**src/rtl/ir_dec_pkg.sv**
```systemverilog
package ir_dec_pkg;

   localparam int REG_W   = 32;
   localparam int WFIELD_W = 8;

   // Register word addresses; the window addresses are consecutive.
   localparam int A_CTRL  = 0;
   localparam int A_STAT  = 1;
   localparam int A_WIN0  = 2;
   localparam int A_FRAME = 7;
   localparam int A_DLO   = 8;
   localparam int A_DHI   = 9;

   typedef enum logic [1:0] {
      ST_IDLE  = 2'd0,
      ST_PULSE = 2'd1,
      ST_SPACE = 2'd2
   } rx_state_t;

   typedef struct packed {
      logic [WFIELD_W-1:0] pd_max;
      logic [WFIELD_W-1:0] pd_min;
      logic [WFIELD_W-1:0] w_max;
      logic [WFIELD_W-1:0] w_min;
   } sym_win_t;

   typedef struct packed {
      logic ldr_en;
      logic bit_inv;
      logic lsb_first;
      logic pol_inv;
      logic run;
   } ctrl_t;

endpackage

```
**src/rtl/ir_sync_edge.sv**
```systemverilog
module ir_sync_edge #(
   parameter int STAGES = 2
) (
   input  logic clk,
   input  logic rst_n,
   input  logic raw,
   input  logic pol_inv,
   output logic act,
   output logic rise
);
   if (STAGES < 2) begin : g_bad_stages
      $error("ir_sync_edge: STAGES must be at least 2");
   end

   logic [STAGES-1:0] chain;
   logic              act_prev;

   for (genvar s = 0; s < STAGES; s++) begin : g_stage
      if (s == 0) begin : g_first
         always_ff @(posedge clk or negedge rst_n)
            if (!rst_n) chain[0] <= 1'b0;
            else        chain[0] <= raw;
      end else begin : g_next
         always_ff @(posedge clk or negedge rst_n)
            if (!rst_n) chain[s] <= 1'b0;
            else        chain[s] <= chain[s-1];
      end
   end

   assign act = chain[STAGES-1] ^ pol_inv;

   always_ff @(posedge clk or negedge rst_n)
      if (!rst_n) act_prev <= 1'b0;
      else        act_prev <= act;

   assign rise = act & ~act_prev;
endmodule

```
**src/rtl/ir_win_match.sv**
```systemverilog
module ir_win_match
   import ir_dec_pkg::*;
#(
   parameter int CNT_W   = 16,
   parameter int W_SHIFT = 0,
   parameter int P_SHIFT = 1
) (
   input  logic [CNT_W-1:0] width,
   input  logic [CNT_W:0]   period,
   input  sym_win_t         win,
   output logic             hit
);
   if (CNT_W < WFIELD_W) begin : g_bad_cnt
      $error("ir_win_match: CNT_W narrower than a window field");
   end

   logic [CNT_W-1:0] w_s;
   logic [CNT_W:0]   p_s;
   logic             w_ok, p_ok;

   assign w_s  = width  >> W_SHIFT;
   assign p_s  = period >> P_SHIFT;
   assign w_ok = (w_s >= CNT_W'(win.w_min)) && (w_s <= CNT_W'(win.w_max));
   assign p_ok = (p_s >= (CNT_W+1)'(win.pd_min)) && (p_s <= (CNT_W+1)'(win.pd_max));
   assign hit  = w_ok && p_ok;
endmodule

```
**src/rtl/ir_dec_regs.sv**
```systemverilog
module ir_dec_regs
   import ir_dec_pkg::*;
#(
   parameter int LEN_W      = 7,
   parameter int FT_W       = 13,
   parameter int MINLEN_CAP = 30,
   parameter int MAXLEN_CAP = 48,
   parameter int NUM_WIN    = 5,
   parameter int DATA_W     = 64,
   parameter int ADDR_W     = 4
) (
   input  logic              clk,
   input  logic              rst_n,
   input  logic              wr,
   input  logic [ADDR_W-1:0] addr,
   input  logic [REG_W-1:0]  wdata,
   output logic [REG_W-1:0]  rdata,
   output ctrl_t             ctrl,
   output sym_win_t          win [NUM_WIN],
   output logic [LEN_W-1:0]  minlen,
   output logic [LEN_W-1:0]  maxlen,
   output logic [FT_W-1:0]   ft_min,
   input  logic              msg_ok,
   input  logic [LEN_W-1:0]  msg_len,
   input  logic [DATA_W-1:0] msg_data,
   output logic              valid,
   output logic [LEN_W-1:0]  stat_len
);
   localparam int MINF_W = 5;
   localparam int MAXF_W = 6;

   if (DATA_W != 2*REG_W) begin : g_bad_data
      $error("ir_dec_regs: data must be two register words");
   end
   if ((MINLEN_CAP % 2) != 0 || MINLEN_CAP >= (1 << MINF_W)) begin : g_bad_min
      $error("ir_dec_regs: MINLEN_CAP must be even and fit its field");
   end
   if ((MAXLEN_CAP % 2) != 0 || MAXLEN_CAP >= (1 << MAXF_W) || MAXLEN_CAP > DATA_W) begin : g_bad_max
      $error("ir_dec_regs: MAXLEN_CAP must be even and fit its field");
   end
   if (LEN_W < MAXF_W + 1 || LEN_W > 8) begin : g_bad_len
      $error("ir_dec_regs: LEN_W out of range");
   end
   if (FT_W > 16) begin : g_bad_ft
      $error("ir_dec_regs: FT_W must fit bits 31:16");
   end

   ctrl_t               ctrl_q;
   sym_win_t            win_q [NUM_WIN];
   logic [MINF_W-1:0]   minf_q, minf_d;
   logic [MAXF_W-1:0]   maxf_q, maxf_d;
   logic [FT_W-1:0]     ft_q;
   logic                valid_q;
   logic [LEN_W-1:0]    len_q;
   logic [DATA_W-1:0]   data_q;
   logic [MINF_W-1:0]   min_raw;
   logic [MAXF_W-1:0]   max_raw;
   logic                sel_ctrl, sel_stat, sel_frame;

   assign sel_ctrl  = wr && (addr == ADDR_W'(A_CTRL));
   assign sel_stat  = wr && (addr == ADDR_W'(A_STAT));
   assign sel_frame = wr && (addr == ADDR_W'(A_FRAME));

   // Length fields are normalised on write: minimum down to even, maximum up.
   assign min_raw = wdata[MINF_W-1:0];
   assign max_raw = wdata[8 +: MAXF_W];
   assign minf_d  = (min_raw > MINF_W'(MINLEN_CAP)) ? MINF_W'(MINLEN_CAP)
                                                    : {min_raw[MINF_W-1:1], 1'b0};
   assign maxf_d  = (max_raw >= MAXF_W'(MAXLEN_CAP)) ? MAXF_W'(MAXLEN_CAP)
                                                     : MAXF_W'(((MAXF_W+1)'(max_raw) + (MAXF_W+1)'(1))
                                                               & ~(MAXF_W+1)'(1));

   always_ff @(posedge clk or negedge rst_n) begin
      if (!rst_n) begin
         ctrl_q <= '0;
         minf_q <= '0;
         maxf_q <= '0;
         ft_q   <= '0;
      end else begin
         if (sel_ctrl) ctrl_q <= ctrl_t'(wdata[$bits(ctrl_t)-1:0]);
         if (sel_frame) begin
            minf_q <= minf_d;
            maxf_q <= maxf_d;
            ft_q   <= wdata[16 +: FT_W];
         end
      end
   end

   for (genvar i = 0; i < NUM_WIN; i++) begin : g_win
      always_ff @(posedge clk or negedge rst_n)
         if (!rst_n)                                      win_q[i] <= '0;
         else if (wr && (addr == ADDR_W'(A_WIN0 + i)))    win_q[i] <= sym_win_t'(wdata);
      assign win[i] = win_q[i];
   end

   // Result capture: a finished message wins over a same-cycle status write.
   always_ff @(posedge clk or negedge rst_n) begin
      if (!rst_n) begin
         valid_q <= 1'b0;
         len_q   <= '0;
         data_q  <= '0;
      end else if (msg_ok) begin
         valid_q <= 1'b1;
         len_q   <= msg_len;
         data_q  <= msg_data;
      end else if (sel_stat) begin
         valid_q <= valid_q & wdata[0];
      end
   end

   always_comb begin
      rdata = '0;
      if (addr == ADDR_W'(A_CTRL)) begin
         rdata[$bits(ctrl_t)-1:0] = ctrl_q;
      end else if (addr == ADDR_W'(A_STAT)) begin
         rdata[0]          = valid_q;
         rdata[8 +: LEN_W] = len_q;
      end else if (addr == ADDR_W'(A_FRAME)) begin
         rdata[MINF_W-1:0] = minf_q;
         rdata[8 +: MAXF_W] = maxf_q;
         rdata[16 +: FT_W]  = ft_q;
      end else if (addr == ADDR_W'(A_DLO)) begin
         rdata = data_q[REG_W-1:0];
      end else if (addr == ADDR_W'(A_DHI)) begin
         rdata = data_q[DATA_W-1:REG_W];
      end
      for (int i = 0; i < NUM_WIN; i++)
         if (addr == ADDR_W'(A_WIN0 + i)) rdata = win_q[i];
   end

   assign ctrl     = ctrl_q;
   assign minlen   = LEN_W'(minf_q);
   assign maxlen   = LEN_W'(maxf_q);
   assign ft_min   = ft_q;
   assign valid    = valid_q;
   assign stat_len = len_q;
endmodule

```
**src/rtl/ir_pulse_decoder.sv**
```systemverilog
module ir_pulse_decoder
   import ir_dec_pkg::*;
#(
   parameter int CNT_W        = 16,
   parameter int FT_W         = 13,
   parameter int LEN_W        = 7,
   parameter int SYNC_STAGES  = 2,
   parameter int LDR_SHIFT    = 4,
   parameter int DAT_PD_SHIFT = 1,
   parameter int DAT_W_SHIFT  = 0,
   parameter int FT_SHIFT     = 3,
   parameter int MINLEN_CAP   = 30,
   parameter int MAXLEN_CAP   = 48
) (
   input  logic        clk,
   input  logic        rst_n,
   input  logic        ir_in,
   input  logic        reg_wr,
   input  logic [3:0]  reg_addr,
   input  logic [31:0] reg_wdata,
   output logic [31:0] reg_rdata,
   output logic        data_valid
);
   localparam int DATA_W  = 64;
   localparam int NUM_WIN = 5;
   localparam int ADDR_W  = 4;
   localparam int IDX_W   = $clog2(DATA_W);
   localparam int THR_W   = FT_W + FT_SHIFT;

   if (CNT_W < THR_W) begin : g_bad_thr
      $error("ir_pulse_decoder: space counter cannot reach the free-time limit");
   end
   if (LEN_W <= IDX_W) begin : g_bad_len
      $error("ir_pulse_decoder: LEN_W too narrow to count a full register");
   end

   ctrl_t             ctrl;
   sym_win_t          win [NUM_WIN];
   logic [LEN_W-1:0]  minlen, maxlen, stat_len;
   logic [FT_W-1:0]   ft_min;

   rx_state_t         state;
   logic [CNT_W-1:0]  width_cnt, space_cnt;
   logic [CNT_W:0]    period;
   logic [LEN_W-1:0]  bit_cnt;
   logic [DATA_W-1:0] shreg;
   logic              have_ldr, bad;
   logic              act, rise;
   logic [NUM_WIN-1:0] hit;

   logic              run_en, in_idle;
   logic              sym_end, free_end, msg_ok;
   logic              expect_ldr, take_ldr, data_hit, data_bit, bit_val;
   logic [THR_W-1:0]  ft_thr;

   ir_dec_regs #(
      .LEN_W(LEN_W), .FT_W(FT_W), .MINLEN_CAP(MINLEN_CAP), .MAXLEN_CAP(MAXLEN_CAP),
      .NUM_WIN(NUM_WIN), .DATA_W(DATA_W), .ADDR_W(ADDR_W)
   ) u_regs (
      .clk(clk), .rst_n(rst_n), .wr(reg_wr), .addr(reg_addr), .wdata(reg_wdata),
      .rdata(reg_rdata), .ctrl(ctrl), .win(win), .minlen(minlen), .maxlen(maxlen),
      .ft_min(ft_min), .msg_ok(msg_ok), .msg_len(bit_cnt), .msg_data(shreg),
      .valid(data_valid), .stat_len(stat_len)
   );

   ir_sync_edge #(.STAGES(SYNC_STAGES)) u_sync (
      .clk(clk), .rst_n(rst_n), .raw(ir_in), .pol_inv(ctrl.pol_inv),
      .act(act), .rise(rise)
   );

   assign period = (CNT_W+1)'(width_cnt) + (CNT_W+1)'(space_cnt);

   // Window bank: entry 0 is the leader, entries 1..4 are data symbols.
   for (genvar i = 0; i < NUM_WIN; i++) begin : g_match
      localparam int WS = (i == 0) ? LDR_SHIFT : DAT_W_SHIFT;
      localparam int PS = (i == 0) ? LDR_SHIFT : DAT_PD_SHIFT;
      ir_win_match #(.CNT_W(CNT_W), .W_SHIFT(WS), .P_SHIFT(PS)) u_win (
         .width(width_cnt), .period(period), .win(win[i]), .hit(hit[i])
      );
   end

   assign run_en     = ctrl.run;
   assign in_idle    = (state == ST_IDLE);
   assign ft_thr     = {ft_min, {FT_SHIFT{1'b0}}};
   assign sym_end    = (state == ST_SPACE) && act;
   assign free_end   = (state == ST_SPACE) && !act && (space_cnt >= CNT_W'(ft_thr));

   assign expect_ldr = ctrl.ldr_en && !have_ldr;
   assign take_ldr   = expect_ldr && hit[0];
   assign data_hit   = !expect_ldr && (|hit[NUM_WIN-1:1]);
   // Priority: data 0, data 1, alternate 0, alternate 1.
   assign data_bit   = hit[1] ? 1'b0 : hit[2] ? 1'b1 : hit[3] ? 1'b0 : 1'b1;
   assign bit_val    = data_bit ^ ctrl.bit_inv;

   assign msg_ok = free_end && !bad && (!ctrl.ldr_en || have_ldr)
                   && (bit_cnt >= minlen) && (bit_cnt <= maxlen);

   always_ff @(posedge clk or negedge rst_n) begin
      if (!rst_n) begin
         state     <= ST_IDLE;
         width_cnt <= '0;
         space_cnt <= '0;
         bit_cnt   <= '0;
         shreg     <= '0;
         have_ldr  <= 1'b0;
         bad       <= 1'b0;
      end else if (!ctrl.run) begin
         state     <= ST_IDLE;
         width_cnt <= '0;
         space_cnt <= '0;
         bit_cnt   <= '0;
         have_ldr  <= 1'b0;
         bad       <= 1'b0;
      end else begin
         unique case (state)
            ST_IDLE: begin
               if (rise) begin
                  state     <= ST_PULSE;
                  width_cnt <= CNT_W'(1);
                  space_cnt <= '0;
                  bit_cnt   <= '0;
                  shreg     <= '0;
                  have_ldr  <= 1'b0;
                  bad       <= 1'b0;
               end
            end
            ST_PULSE: begin
               if (act) begin
                  if (!(&width_cnt)) width_cnt <= width_cnt + CNT_W'(1);
               end else begin
                  space_cnt <= CNT_W'(1);
                  state     <= ST_SPACE;
               end
            end
            ST_SPACE: begin
               if (act) begin
                  if (!bad) begin
                     if (!(take_ldr || data_hit)) begin
                        bad <= 1'b1;
                     end else if (take_ldr) begin
                        have_ldr <= 1'b1;
                     end else begin
                        if (ctrl.lsb_first) begin
                           if (bit_cnt < LEN_W'(DATA_W)) shreg[bit_cnt[IDX_W-1:0]] <= bit_val;
                        end else begin
                           shreg <= {shreg[DATA_W-2:0], bit_val};
                        end
                        if (!(&bit_cnt)) bit_cnt <= bit_cnt + LEN_W'(1);
                     end
                  end
                  width_cnt <= CNT_W'(1);
                  space_cnt <= '0;
                  state     <= ST_PULSE;
               end else if (free_end) begin
                  state <= ST_IDLE;
               end else if (!(&space_cnt)) begin
                  space_cnt <= space_cnt + CNT_W'(1);
               end
            end
            default: state <= ST_IDLE;
         endcase
      end
   end
endmodule

```
**config.mk**
```make
export PLATFORM = sky130hd
export DESIGN_NAME = ir_pulse_decoder
export DESIGN_NICKNAME = d
export VERILOG_FILES = /design/src/rtl/ir_dec_pkg.sv /design/src/rtl/ir_sync_edge.sv /design/src/rtl/ir_win_match.sv /design/src/rtl/ir_dec_regs.sv /design/src/rtl/ir_pulse_decoder.sv
export SDC_FILE = /design/constraint.sdc
export NUM_CORES = 1
export LEC_CHECK = 0
export ABC_AREA = 1
export BUFFER_PORTS_ARGS = -buffer_cell sky130_fd_sc_hd__buf_2
export CAP_MARGIN = 40
export CORE_ASPECT_RATIO = 1.2
export CORE_MARGIN = 5
export CORE_UTILIZATION = 65
export CTS_BUF_LIST = sky130_fd_sc_hd__clkbuf_8
export DETAILED_ROUTE_END_ITERATION = 8
export PLACE_DENSITY_LB_ADDON = 0.1
export SYNTH_ARGS = -nofsm -noshare
export SYNTH_HDL_FRONTEND = slang
export SYNTH_HIERARCHICAL = 1
export SYNTH_SLANG_ARGS = --single-unit
```
**constraint.sdc**
```tcl
create_clock -name clk -period 5.6 [get_ports clk]
set_input_delay 0.28 -clock clk [delete_from_list [all_inputs] [get_ports clk]]
set_output_delay 0.28 -clock clk [all_outputs]
set_load 0.05 [all_outputs]
```
; ---- Word level (Yosys, flattened, before mapping)
; Cells that the tools add are included.
[classes]
n_addsub = 5
order_cmp = 28
eq_ne = 32
n_mux = 76
n_bitwise = 5
n_reduce_logical = 55
[ops]
columns = cell, count
row1 = 64-bit two-way mux, 7
row2 = 32-bit two-way mux, 7
row3 = 16-bit two-way mux, 11
row4 = 16-bit by 8-bit greater-or-equal comparator with 1-bit output, 8
row5 = 16-bit by 8-bit less-or-equal comparator with 1-bit output, 8
row6 = 64-bit case mux with 2 select lines, 1
row7 = 16-bit case mux with 3 select lines, 2
row8 = 64-bit bitwise mux, 1
row9 = 7-bit two-way mux, 9
row10 = 3-bit inequality test (second input constant), 12
row11 = 1-bit logical AND, 33
row12 = 16-bit by 1-bit adder with 16-bit output (second input constant), 2
row13 = 16-bit AND reduction, 2
row14 = 27-bit two-way mux, 1
row15 = 16-bit by 16-bit adder with 17-bit output, 1
row16 = 1-bit two-way mux, 17
row17 = 17-bit two-way mux, 1
row18 = 4-bit by 3-bit == test with 1-bit output (second input constant), 4
row19 = 16-bit greater-or-equal comparator, 1
row20 = 4-bit inequality test (second input constant), 4
row21 = 5-bit two-way mux, 3
row22 = 7-bit case mux with 2 select lines, 1
row23 = 7-bit AND reduction, 2
row24 = 13-bit by 8-bit greater-or-equal comparator with 1-bit output, 1
row25 = 39 further kinds, 62
[word_totals]
regBits = 371
input_bits = 40

; ---- Depth between registers and ports, before layout
[depth]
ltp_word = 16
ltp_mapped = 28
ltp_nobuf = 27

; ---- Hierarchy
; The synthesis kept the hierarchy.
[modules_own_cells]
columns = mod, n_inst, cells_each, area_each_um2, seq_area_each_um2
row1 = ir_dec_regs, 1, 1392, 11499.8, 6481.2
row2 = ir_pulse_decoder, 1, 1247, 8284.2, 2677.6
row3 = ir_win_match (g_match[1].u_win ...), 4, 164, 932.1, 0.0
row4 = ir_win_match (g_match[0].u_win), 1, 170, 954.7, 0.0
row5 = ir_sync_edge, 1, 10, 106.4, 75.1

; ---- Worst setup path before layout
; Ideal clock, no wire load.
[synth_timing]
path_type = reg-to-reg
from = register width_cnt[1]
to = register shreg[63]
setup_ns = 0.083
t_arrival_ns = 3.975
required_time_ns = 5.517
path_slack_ns = 1.543
stages_incl_launch_ff = 21
path_buffers = 1
period_less_slack_ns = 4.057
cell_sequence = dfrtp_1 inv_1 fa_1 o21ai_1 a21oi_1 o21ai_1 xor2_1 ha_1 nand2_1 inv_1 nor3_1 a21oi_1 nor2_1 inv_1 a21oi_1 xor2_1 nand2_1 buf_2 o21ai_0 nand2_1 o21ai_0
[synth_via]
word_cells_on_any_way = 52
[synth_lines]
columns = element, line
row1 = start: declaration, ir_pulse_decoder.sv:43  ; logic [CNT_W-1:0] width_cnt, space_cnt;
row2 = start signal: assignment, ir_pulse_decoder.sv:129  ; if (!(&width_cnt)) width_cnt <= width_cnt + CNT_W'(1);
row3 = 16-bit by 16-bit adder with 17-bit output (*), ir_pulse_decoder.sv:71  ; assign period = (CNT_W+1)'(width_cnt) + (CNT_W+1)'(space_cnt);
row4 = via period[8], ir_pulse_decoder.sv:44  ; logic [CNT_W:0] period;
row5 = 16-bit by 8-bit greater-or-equal comparator with 1-bit output / 16-bit by 8-bit less-or-equal comparator with 1-bit output (equally long branches), ir_win_match.sv:24  ; assign p_ok = (p_s >= (CNT_W+1)'(win.pd_min)) && (p_s <= (CNT_W+1)'(win.pd_max));
row6 = 1-bit logical AND (*), ir_win_match.sv:24
row7 = 1-bit logical AND (*), ir_win_match.sv:25  ; assign hit = w_ok && p_ok;
row8 = via hit[2], ir_pulse_decoder.sv:49  ; logic [NUM_WIN-1:0] hit;
row9 = 1-bit two-way mux (2 in series), ir_pulse_decoder.sv:92  ; assign data_bit = hit[1] ? 1'b0 : hit[2] ? 1'b1 : hit[3] ? 1'b0 : 1'b1;
row10 = 1-bit XOR, ir_pulse_decoder.sv:93  ; assign bit_val = data_bit ^ ctrl.bit_inv;
row11 = 64-bit bitwise mux, ir_pulse_decoder.sv:144  ; if (bit_cnt < LEN_W'(DATA_W)) shreg[bit_cnt[IDX_W-1:0]] <= bit_val;
row12 = 64-bit two-way mux, ir_pulse_decoder.sv:144
row13 = 64-bit two-way mux, ir_pulse_decoder.sv:143  ; if (ctrl.lsb_first) begin
row14 = 64-bit two-way mux, ir_pulse_decoder.sv:140  ; end else if (take_ldr) begin
row15 = 64-bit two-way mux, ir_pulse_decoder.sv:138  ; if (!(take_ldr || data_hit)) begin
row16 = 64-bit two-way mux, ir_pulse_decoder.sv:137  ; if (!bad) begin
row17 = 64-bit two-way mux, ir_pulse_decoder.sv:136  ; if (act) begin
row18 = 64-bit case mux with 2 select lines, ir_pulse_decoder.sv:115  ; unique case (state)
row19 = end signal: indexed assignment, ir_pulse_decoder.sv:144
row20 = end signal: assignment, ir_pulse_decoder.sv:146  ; shreg <= {shreg[DATA_W-2:0], bit_val};
row21 = end: declaration, ir_pulse_decoder.sv:46  ; logic [DATA_W-1:0] shreg;
; Mark *: on every way through the listed nets, which the timed path passes. The rest lies on a longest branch. The select of a mux whose other input is x is not followed.
; A chain may end at the register's enable or synchronous reset.

; ---- Worst setup path after layout
[layout_timing]
from = register space_cnt[0]
to = register shreg[2]
[layout_via]
word_cells_on_any_way = 40
[layout_lines]
columns = element, line
row1 = start: declaration, ir_pulse_decoder.sv:43
row2 = start signal: assignment, ir_pulse_decoder.sv:157  ; space_cnt <= space_cnt + CNT_W'(1);
row3 = 16-bit by 16-bit adder with 17-bit output (*), ir_pulse_decoder.sv:71
row4 = via period[6], ir_pulse_decoder.sv:44
row5 = 16-bit by 8-bit greater-or-equal comparator with 1-bit output / 16-bit by 8-bit less-or-equal comparator with 1-bit output (equally long branches), ir_win_match.sv:24
row6 = 1-bit logical AND (*), ir_win_match.sv:24
row7 = 1-bit logical AND (*), ir_win_match.sv:25
row8 = via hit[2], ir_pulse_decoder.sv:49
row9 = 1-bit two-way mux (2 in series), ir_pulse_decoder.sv:92
row10 = 1-bit XOR, ir_pulse_decoder.sv:93
row11 = 64-bit bitwise mux, ir_pulse_decoder.sv:144
row12 = 64-bit two-way mux, ir_pulse_decoder.sv:144
row13 = 64-bit two-way mux, ir_pulse_decoder.sv:143
row14 = 64-bit two-way mux, ir_pulse_decoder.sv:140
row15 = 64-bit two-way mux, ir_pulse_decoder.sv:138
row16 = 64-bit two-way mux, ir_pulse_decoder.sv:137
row17 = 64-bit two-way mux, ir_pulse_decoder.sv:136
row18 = 64-bit case mux with 2 select lines, ir_pulse_decoder.sv:115
; Marked as above.

==> metrics <==
outcome finished clean; I/O pin cnt 73; worst skew pair latency 640 ps; #FFs+latches synth 369; largest area contributor in the netlist dfrtp_1; commonest register cell after synthesis dfrtp_1; Die W 187 um; nets@finish 3,808; via count 23,800; Worst-path clk slew 60 ps; drt wl/cell 18.6 um; GPL Wtd Cong 1.02; largest family of logic cells by synthesized area simple AND/OR/NAND/NOR gates; GRT Total Usage 36.4%; Seq/Total Area, Yosys 37.6%; Gate power share 25.9%; sw frac 36.3%; Synth Instances 3,475; Core Util, Final 71.4%; number of synthesized flops with an enable pin 0; Reg-to-Reg Start space_cnt[0]; first-pass GRT wire length 122,000 um; CTS root buf clkbuf_8; Synth-to-Final Area Change 9.21%; most frequent cells in the layout 1,222 x nand2_1, 412 x inv_1, 369 x dfrtp_1; CTS Buf Count 66; sw power 2.86 mW; final WL 76,000 um; worst hold start reg_wdata[11]; Clock Skew 42.2 ps; DP Area 0.0254 mm2; ratio of cells with drive above 1 in the final layout 7.92%; post-CTS sizing 0; # rows 78; adder and majority cell fraction of the synthesized area 10.9%; Worst Max-Slew Pin Slew 864 ps; Max Slew Vio Count 0; core area 0.0376 mm2; CP arrival 5430 ps; initial antenna violation count 2; Clk network pwr share 32.6%; setup ws final 697 ps; Starting Density 65.4%; worst-case reg-to-reg path depth 26; DR vias/cell 5.83; max_cap viols 0; die area 0.0418 mm2; Post-Place Setup Slack 807 ps; DP Wirelength 55,700 um; worst hold slack 53.3 ps; Synth Area per Inst 7.07 um2; Post-synth ARST share 100%; Yosys warnings 6; diode count 0; Cell Area, Synth 0.0246 mm2; Leak Pwr 13.8 nW; Hold Path Sink u_regs/maxf_q[3]; H-tree lvl count 3; Critical Path End Type register; Setup Buffers After CTS 0; crit path time final 4900 ps; worst reg2reg setup slack 700 ps; Fmax achieved 204 MHz; headroom to the max-slew limit 42.4%; Int Power 5.03 mW; number of global-route vias before repair 22,900; most common cell after layout, fill and taps aside nand2_1; Die Ht 223 um; post-synthesis simple-gate area fraction 30.2%; Area contributors post-synth dfrtp_1 38%, nand2_1 19%, ha_1 11%; sequential share of power 41.5%; DR iter-0 viols 2,205; RSZ-0062 raised after global routing false; post-route ant nets 0; CP Launch Type register; Final Cycle Share 87.6%; area share of xor/xnor cells in the synthesized design 0.642%; Yosys top cell area share 37.6%; compound-cell area share of the yosys netlist 11.8%; Final Hold Viols 0; synth unique cells 50; GRT overflow 0; PortBufs 72; RR Endpoint shreg[2]; clock buffer depth 3; crit path kind reg -> reg; Hold WC Path Type in -> reg; post-synthesis mux area share 0%; post-route cell area 0.0268 mm2; setup total negative slack 0 ps; hold depth 4; crit path max fanout 38; CTS Hold Bufs 15; CTS tree done; Pre-antenna DRT Iters 6; worst vdd ir 0.261 mV; Worst Path Required 6130 ps; clk sinks 369; final setup vio count 0; Power Density 294 mW/mm2; largest net degree at the start of global routing 137; DRC viols 0
## cells by family (layout without fill, tap and decap cells)
kind of cell               Yosys count  count (layout)
AOI/OAI and AO/OA                  546             546
xor gates and xnor gates            18              18
adders and majority gates          214             214
buffers and inverters              529             650
DFF                                369             369
other                                1               5
and+or+nand+nor                   1798            1798
## sequential cells by signal, summed over array words and instances (netlist names)
register         cells
u_regs/data_q       64
u_sync/chain         2
bad                  1
u_regs/ctrl          5
u_sync/act_prev      1
u_regs/ft_min       13
state                2
space_cnt           16
u_regs/valid         1
u_regs/minf_q        4
u_regs/maxf_q        5
shreg               64
bit_cnt              7
have_ldr             1
u_regs/win         160
u_regs/stat_len      7
width_cnt           16
## how the worst max path moves through the flow
| stage | cells past startpoint | end | slack [ps] | startpoint |
|---|---|---|---|---|
| final | 26 | shreg[2] | 700 | space_cnt[0] |
| after global routing | 27 | shreg[2] | 250 | space_cnt[0] |
| after CTS | 26 | shreg[2] | 760 | space_cnt[0] |
| after detailed placement | 23 | shreg[2] | 810 | space_cnt[0] |
| after global placement | 26 | shreg[62] | 630 | space_cnt[0] |
| after floorplan | 20 | shreg[63] | 1540 | width_cnt[1] |
## cells in the mapped netlist, types with 6 or more instances
master     count
nor3_1        31
nor3_2         7
nand2_2        8
dfrtp_1      369
nor2_2        15
o21ai_0       77
buf_6         10
o2111ai_1      8
clkbuf_1      42
buf_1          7
a21oi_1      149
o21bai_1       9
nor2_1       279
inv_2         19
inv_1        390
nand3_1      133
o21ai_1      259
nor2_4         6
nand2_1     1224
buf_2         50
nand4_1       72
buf_4          9
ha_1         213
xor2_1        13
o211ai_1      16
## metal layers
layer,GRT usage [%],vias up,part of all wire [%]
met1,47.8,11200,41
met3,5.85,245,8.0
met2,58.1,1008,46
li1,-,11300,-
met4,19.6,4,5.4
met5,0,-,0.038
## through the flow
step | std cells | power [mW]
global placement | 3943 | 5.22
CTS | 4080 | 7.90
finish | 4080 | 7.89
detailed placement | 3951 | 5.32
floorplan | 3479 | 4.69
global route | 4080 | 8.37
## power by group through the flow
stage / sequential, mW / combinational [mW] / clock, mW
floorplan: 3.20 / 1.49 / 0
global placement: 3.29 / 1.93 / 0
detailed placement: 3.30 / 2.02 / 0
CTS: 3.26 / 2.04 / 2.60
global route: 3.31 / 2.32 / 2.74
finish: 3.27 / 2.05 / 2.57
## critical path, stage by stage (launching register included)
cell and delay [ps]:
dfrtp_1 520, ha_1 230, inv_1 50, fa_1 410, o21ai_1 230, a21oi_1 160
xnor2_1 550, buf_4 250, ha_1 240, nand2_1 60, inv_1 30, o21bai_1 120
nand2_1 80, nor2_1 90, nand2_1 90, nand3_1 90, nor2_1 60, nor2_1 100
nand2_1 120, nand2_1 110, o21ai_0 90, nand2_1 190, clkinv_2 350, buf_12 310
nand2_1 100, nand2_1 50, o21ai_1 80
## area by class of cell
cell class,instances,area [um2]
clock buffers,83,1140
repair buffers,125,913
clock inverters,31,183
fillers,3191,10700
multi-input cells,2581,13200
flip-flops and latches,369,9230
well taps,480,601
inverters,411,1550
(Power assumes the default switching activity.)
